`config.mk`:
```
export PLATFORM = sky130hd
export DESIGN_NAME = ticket_lock_arb
export DESIGN_NICKNAME = d
export VERILOG_FILES = /design/src/rtl/tkl_pkg.sv /design/src/rtl/tkl_dispenser.sv /design/src/rtl/tkl_slot.sv /design/src/rtl/tkl_serving.sv /design/src/rtl/ticket_lock_arb.sv
export SDC_FILE = /design/constraint.sdc
export NUM_CORES = 1
export LEC_CHECK = 0
export BUFFER_PORTS_ARGS = -buffer_cell sky130_fd_sc_hd__buf_2
export CAP_MARGIN = 20
export CORE_UTILIZATION = 40
export DETAILED_ROUTE_END_ITERATION = 6
export PLACE_DENSITY = 0.66
export SYNTH_ARGS = -nofsm -noshare
export SYNTH_HDL_FRONTEND = slang
export SYNTH_HIERARCHICAL = 1
export SYNTH_SLANG_ARGS = --single-unit
```
`constraint.sdc`:
```
create_clock -name clk -period 2.5 [get_ports clk]
set_input_delay 0.125 -clock clk [delete_from_list [all_inputs] [get_ports clk]]
set_output_delay 0.125 -clock clk [all_outputs]
set_load 0.02 [all_outputs]
```
`src/rtl/tkl_pkg.sv`:
```
package tkl_pkg;

   // Smallest counter width that lets n requesters hold distinct tickets at once.
   function automatic int tkl_min_width(input int n);
      return $clog2(n + 1);
   endfunction

endpackage

```
`src/rtl/tkl_dispenser.sv`:
```
module tkl_dispenser #(
   parameter int N = 4,
   parameter int W = 3
) (
   input  logic           clk,
   input  logic           rst_n,
   input  logic [N-1:0]   take_i,
   output logic [N*W-1:0] offer_o
);

   logic [W-1:0] next_q;
   logic [W-1:0] next_d;

   // Tickets are issued to the accepted acquires in ascending index order.
   always_comb begin
      logic [W-1:0] run;
      run = next_q;
      for (int i = 0; i < N; i++) begin
         offer_o[i*W +: W] = run;
         run = run + W'(take_i[i]);
      end
      next_d = run;
   end

   // Wraps modulo 2^W by plain overflow.
   always_ff @(posedge clk or negedge rst_n) begin
      if (!rst_n) next_q <= '0;
      else        next_q <= next_d;
   end

   assert_idle_dispenser_R2: assert property (@(posedge clk) disable iff (!rst_n)
      (take_i == '0) |=> $stable(next_q));

endmodule

```
`src/rtl/tkl_slot.sv`:
```
module tkl_slot #(
   parameter int W = 3
) (
   input  logic         clk,
   input  logic         rst_n,
   input  logic         acq_i,
   input  logic         rel_i,
   input  logic [W-1:0] serving_i,
   input  logic [W-1:0] offer_i,
   output logic         take_o,
   output logic         grant_o
);

   logic         has_tkt_q;
   logic [W-1:0] tkt_q;
   logic         grant_q;
   logic         rel_ok;
   logic         grant_d;

   // An acquire counts only when no ticket is held.
   assign take_o  = acq_i & ~has_tkt_q;
   // Only the holder may release.
   assign rel_ok  = rel_i & grant_q;
   // A match on the serving counter is registered into the grant.
   assign grant_d = has_tkt_q & ~rel_ok & (tkt_q == serving_i);

   always_ff @(posedge clk or negedge rst_n) begin
      if (!rst_n) begin
         has_tkt_q <= 1'b0;
         tkt_q     <= '0;
         grant_q   <= 1'b0;
      end else begin
         grant_q <= grant_d;
         if (take_o) begin
            has_tkt_q <= 1'b1;
            tkt_q     <= offer_i;
         end else if (rel_ok) begin
            has_tkt_q <= 1'b0;
         end
      end
   end

   assign grant_o = grant_q;

   assert_grant_has_ticket_R5: assert property (@(posedge clk) disable iff (!rst_n)
      grant_q |-> has_tkt_q);

   assert_ticket_kept_R8: assert property (@(posedge clk) disable iff (!rst_n)
      (has_tkt_q && acq_i && !rel_ok) |=> (has_tkt_q && $stable(tkt_q)));

endmodule

```
`src/rtl/tkl_serving.sv`:
```
module tkl_serving #(
   parameter int N       = 4,
   parameter int W       = 3,
   parameter bit ERR_REG = 1'b1
) (
   input  logic         clk,
   input  logic         rst_n,
   input  logic [N-1:0] rel_i,
   input  logic [N-1:0] grant_i,
   output logic [W-1:0] serving_o,
   output logic         err_o
);

   logic         advance;
   logic         bad_rel;
   logic [W-1:0] serving_q;

   assign advance = |(rel_i & grant_i);
   assign bad_rel = |(rel_i & ~grant_i);

   // Serving counter, wraps modulo 2^W.
   always_ff @(posedge clk or negedge rst_n) begin
      if (!rst_n)       serving_q <= '0;
      else if (advance) serving_q <= serving_q + 1'b1;
   end

   assign serving_o = serving_q;

   // Error flag: registered pulse (default) or same-cycle flag.
   generate
      if (ERR_REG) begin : g_err_reg
         logic err_q;
         always_ff @(posedge clk or negedge rst_n) begin
            if (!rst_n) err_q <= 1'b0;
            else        err_q <= bad_rel;
         end
         assign err_o = err_q;
      end else begin : g_err_comb
         assign err_o = bad_rel;
      end
   endgenerate

   assert_serving_held_R7: assert property (@(posedge clk) disable iff (!rst_n)
      !advance |=> $stable(serving_q));

endmodule

```
`src/rtl/ticket_lock_arb.sv`:
```
module ticket_lock_arb #(
   parameter int N       = 4,
   parameter int W       = 3,
   parameter bit ERR_REG = 1'b1
) (
   input  logic         clk,
   input  logic         rst_n,
   input  logic [N-1:0] acq_i,
   input  logic [N-1:0] rel_i,
   output logic [N-1:0] grant_o,
   output logic         err_o
);
   import tkl_pkg::*;

   localparam int MIN_W = tkl_min_width(N);

   generate
      if (N < 1) begin : g_bad_n
         $error("ticket_lock_arb: N must be at least 1");
      end
      if (W < MIN_W) begin : g_bad_w
         $error("ticket_lock_arb: W too narrow for N requesters (R9)");
      end
   endgenerate

   logic [N-1:0]   take;
   logic [N-1:0]   grant;
   logic [N*W-1:0] offer;
   logic [W-1:0]   serving;

   tkl_dispenser #(.N(N), .W(W)) u_disp (
      .clk     (clk),
      .rst_n   (rst_n),
      .take_i  (take),
      .offer_o (offer)
   );

   generate
      for (genvar g = 0; g < N; g++) begin : g_slot
         tkl_slot #(.W(W)) u_slot (
            .clk       (clk),
            .rst_n     (rst_n),
            .acq_i     (acq_i[g]),
            .rel_i     (rel_i[g]),
            .serving_i (serving),
            .offer_i   (offer[g*W +: W]),
            .take_o    (take[g]),
            .grant_o   (grant[g])
         );

         assert_grant_hold_R10: assert property (@(posedge clk) disable iff (!rst_n)
            (grant[g] && !rel_i[g]) |=> grant[g]);

         assert_release_drops_R6: assert property (@(posedge clk) disable iff (!rst_n)
            (grant[g] && rel_i[g]) |=> !grant[g]);
      end
   endgenerate

   tkl_serving #(.N(N), .W(W), .ERR_REG(ERR_REG)) u_srv (
      .clk       (clk),
      .rst_n     (rst_n),
      .rel_i     (rel_i),
      .grant_i   (grant),
      .serving_o (serving),
      .err_o     (err_o)
   );

   assign grant_o = grant;

   assert_single_holder_R4: assert property (@(posedge clk) disable iff (!rst_n)
      $onehot0(grant));

   generate
      if (ERR_REG) begin : g_err_chk
         assert_bad_release_flag_R7: assert property (@(posedge clk) disable iff (!rst_n)
            ((rel_i & ~grant) != '0) |=> err_o);
         assert_good_release_quiet_R7: assert property (@(posedge clk) disable iff (!rst_n)
            ((rel_i & ~grant) == '0) |=> !err_o);
      end
   endgenerate

endmodule

```
==> impl_results.md <==
* Status: completed
* DRC violations left at 0
* DR WL/cell at 14.5 µm
* Initial DRC Count at 31
* Pint at 1.23 mW
* Initial antenna violation count at 0
* Clock skew at 0.00283 ns
* Area taken by multi-input logic gates at 716 µm²
* Buf/Inv on CP at 0
* Combinational share of power at 46.5%
* Grt ovf at 0
* GRT Total Usage at 14.1%
* Most used cell, CP: ha_1
* Ys Warns at 6
* Slowest stage delay, CP at 0.44 ns
* Critical Path RT at 2.72 ns
* Starting Density at 42.3%
* Setup_tns at 0 ns
* Non-Filler Instances at 163
* CP startpoint kind: flip-flop
* First drt pass iteration count at 4
* Vias/cell at 4.84
* CTS clk-pin slew, worst paths at 0.14 ns
* Nets at 137
* Placer Congestion at 0.750
* Worst EP arrival at 2.60 ns
* Antenna-violating nets left at 0
* Die height at 61.6 µm
* Setup-failing EPs final at 0
* Area Growth Syn to Fin at 11.6%
* Crit-path max FO at 4
* P_sw at 0.719 mW
* Maximum capacitance violations at 0
* Total Wirelength at 2360 µm
* CTS Hold Bufs at 1
* Delay-heaviest family, CP: adder cells
* Yosys cell types at 17
* Fin worst setup slack at 0.117 ns
* Worst Setup Slack post-DPL at 0.0987 ns
* Sequential-to-total area share from yosys stat at 47.5%
* Critical-path cell list: nor2b_4 -> ha_1 -> ha_1 -> ha_1 -> ha_1 -> ha_1 -> xnor3_1
* IO Port Bufs at 14
* CP Capture Type: flip-flop
* Std cell rows at 21
* Pin count of the biggest net entering global routing at 28
* Detail Placement HPWL at 1840 µm
* Chip Width at 61.6 µm
* Final period utilization at 95.3%
* Worst-case clock buffer depth at 2
* Switching part of the total at 36.9%
* Die ar. at 3800 µm²
* Worst hold-check path type: in2reg
* Ports at 15
* Maximum VDD drop at 0.439 mV
* Num CTS Buffers at 3
* Seq cells post-synth at 27
* Core ar. at 3360 µm²
* Final Max Tran Viols at 0
* Clk pwr share at 9.6%
* Seq pwr share at 43.9%
* Cells after DPL at 158
* Crit path kind: reg2reg
* Worst slew margin at 59.9%
* Final min period at 2.38 ns
* FF/Latch Area at 676 µm²
* P_leak at 0.793 nW
* Post-Synthesis Net Count at 117
* Fin. Hold Viols at 0
* Synthesized cell area at 1420 µm²
* Setup repair bufs after CTS at 0
* CTS tree: done
* Worst-Skew Late Latency at 0.32 ns
* CP max stage cell: dfrtp_1
* Vias at 789
* Fraction of layout cells with a size suffix above 1 at 36.8%
* Filler cell count at 319
* Sink Count at 27
* CTS H-tree depth at 1
* Fmax at 0.420 GHz
* Worst-Margin Slew at 0.602 ns
* Synthesized area per cell at 14.5 µm²
* Number of global-route vias before repair at 791
* Pwr per Cell Area at 1230 nW/µm²
* Synthesized instance count at 98
* CTS resizes at 0
* RSZ-0062 raised after global routing: no
* N_diodes at 0
* Root Buffer: clkbuf_4
* Global-route wire length before repair at 3730 µm
==> registers in the layout, summed over array words and instances (netlist names) <==
| signal | flops |
|---|---|
| g_slot.u_slot/has_tkt_q | 4 |
| g_slot.u_slot/grant_o | 4 |
| g_slot.u_slot/tkt_q | 12 |
| u_srv/serving_o | 3 |
| u_srv/err_o | 1 |
| u_disp/next_q | 3 |
==> synthesized netlist by cell type (all sizes together) <==
master	instances	area, µm²
nor2b	4	55.1
xor2	16	148
mux2	13	195
o21ai	4	20.0
a22oi	3	32.5
dfrtp	27	676
xnor2	2	17.5
a21bo	4	40.0
ha	9	113
xnor3	1	22.5
o221ai	1	8.76
a21boi	1	7.51
inv	8	30.0
nor4	4	50.1
nand2	1	6.26
==> final cells by class <==
cell class | count | share of cell area, %
clock inverter | 1 | 0.315
clock buffer | 3 | 1.42
timing repair buffer | 15 | 5.05
sequential | 27 | 42.6
tap | 46 | 3.63
inverter | 8 | 1.89
multi-input combinational | 63 | 45.1
==> power by group through the flow <==
stage | Combinational, mW | Clock (mW) | Sequential (mW)
global route | 0.998 | 0.218 | 0.881
CTS | 0.919 | 0.198 | 0.861
detailed placement | 0.915 | 0 | 0.871
finish | 0.905 | 0.187 | 0.854
floorplan | 0.740 | 0 | 0.825
global placement | 0.886 | 0 | 0.863
==> metal layers <==
layer | GRT usage [%] | wire (µm) | up-vias
li1 | - | - | 375
met1 | 18.0 | 1120 | 397
met2 | 23.3 | 1140 | 15
met3 | 3.78 | 85 | 2
met4 | 4.76 | 15 | 0
met5 | 0 | 0 | -
==> worst paths after layout <==
| kind | start | to | slack (ns) | cells after the start |
|---|---|---|---|---|
| hold / removal | acq_i[1] | g_slot[1].u_slot/has_tkt_q$_DFFE_PN0P_ | 0.04 | 3 |
| max in group asynchronous | rst_n | g_slot[1].u_slot/tkt_q[1]$_DFFE_PN0P_ | 1.77 | 2 |
| hold reg to reg | u_disp/next_q[1]$_DFF_PN0_ | g_slot[0].u_slot/tkt_q[1]$_DFFE_PN0P_ | 0.54 | 1 |
| min in group asynchronous | rst_n | g_slot[0].u_slot/grant_o$_DFF_PN0_ | 0.34 | 2 |
| setup / recovery | g_slot[0].u_slot/has_tkt_q$_DFFE_PN0P_ | u_disp/next_q[2]$_DFF_PN0_ | 0.12 | 7 |
| setup reg to reg | g_slot[0].u_slot/has_tkt_q$_DFFE_PN0P_ | u_disp/next_q[2]$_DFF_PN0_ | 0.12 | 7 |
==> logic make-up after synthesis <==
logic type,after synthesis,share of synthesized area [%]
AOI/OAI and AO/OA,13,7.66
DFF,27,47.5
buffers and inverters,8,2.11
xor gates and xnor gates,19,13.2
and+or+nand+nor,9,7.83
muxes,13,13.7
adders and majority gates,9,7.92
==> worst reg2reg max path, stage by stage (launching register included) <==
cell and delay (ns):
dfrtp_1 0.44, nor2b_4 0.19, ha_1 0.19, ha_1 0.26, ha_1 0.33, ha_1 0.33, ha_1 0.20, xnor3_1 0.34
==> per-stage QoR <==
step / hold slack [ns] / total power, mW / utilization (%) / area [µm²]
global placement: 0.163 / 1.75 / 46.1 / 1550
finish: 0.0424 / 1.95 / 47.2 / 1590
global route: 0.0200 / 2.10 / 47.2 / 1590
floorplan: -0.171 / 1.56 / - / 1420
CTS: 0.0249 / 1.98 / 47.2 / 1590
detailed placement: 0.162 / 1.79 / 46.1 / 1550
==> cell usage in the layout, fill, tap and decap left out <==
cell type	n
a22oi_1	1
dlygate4sd3_1	1
clkbuf_4	3
buf_2	14
inv_1	8
a21boi_0	1
nand2_2	1
a22oi_2	2
o21ai_0	4
xor2_1	15
clkinv_2	1
a21bo_1	4
xnor3_1	1
xor2_2	1
xnor2_1	2
nor2b_4	4
ha_1	9
nor4_2	4
mux2_4	13
dfrtp_1	27
o221ai_1	1
(Power assumes the default switching activity.)
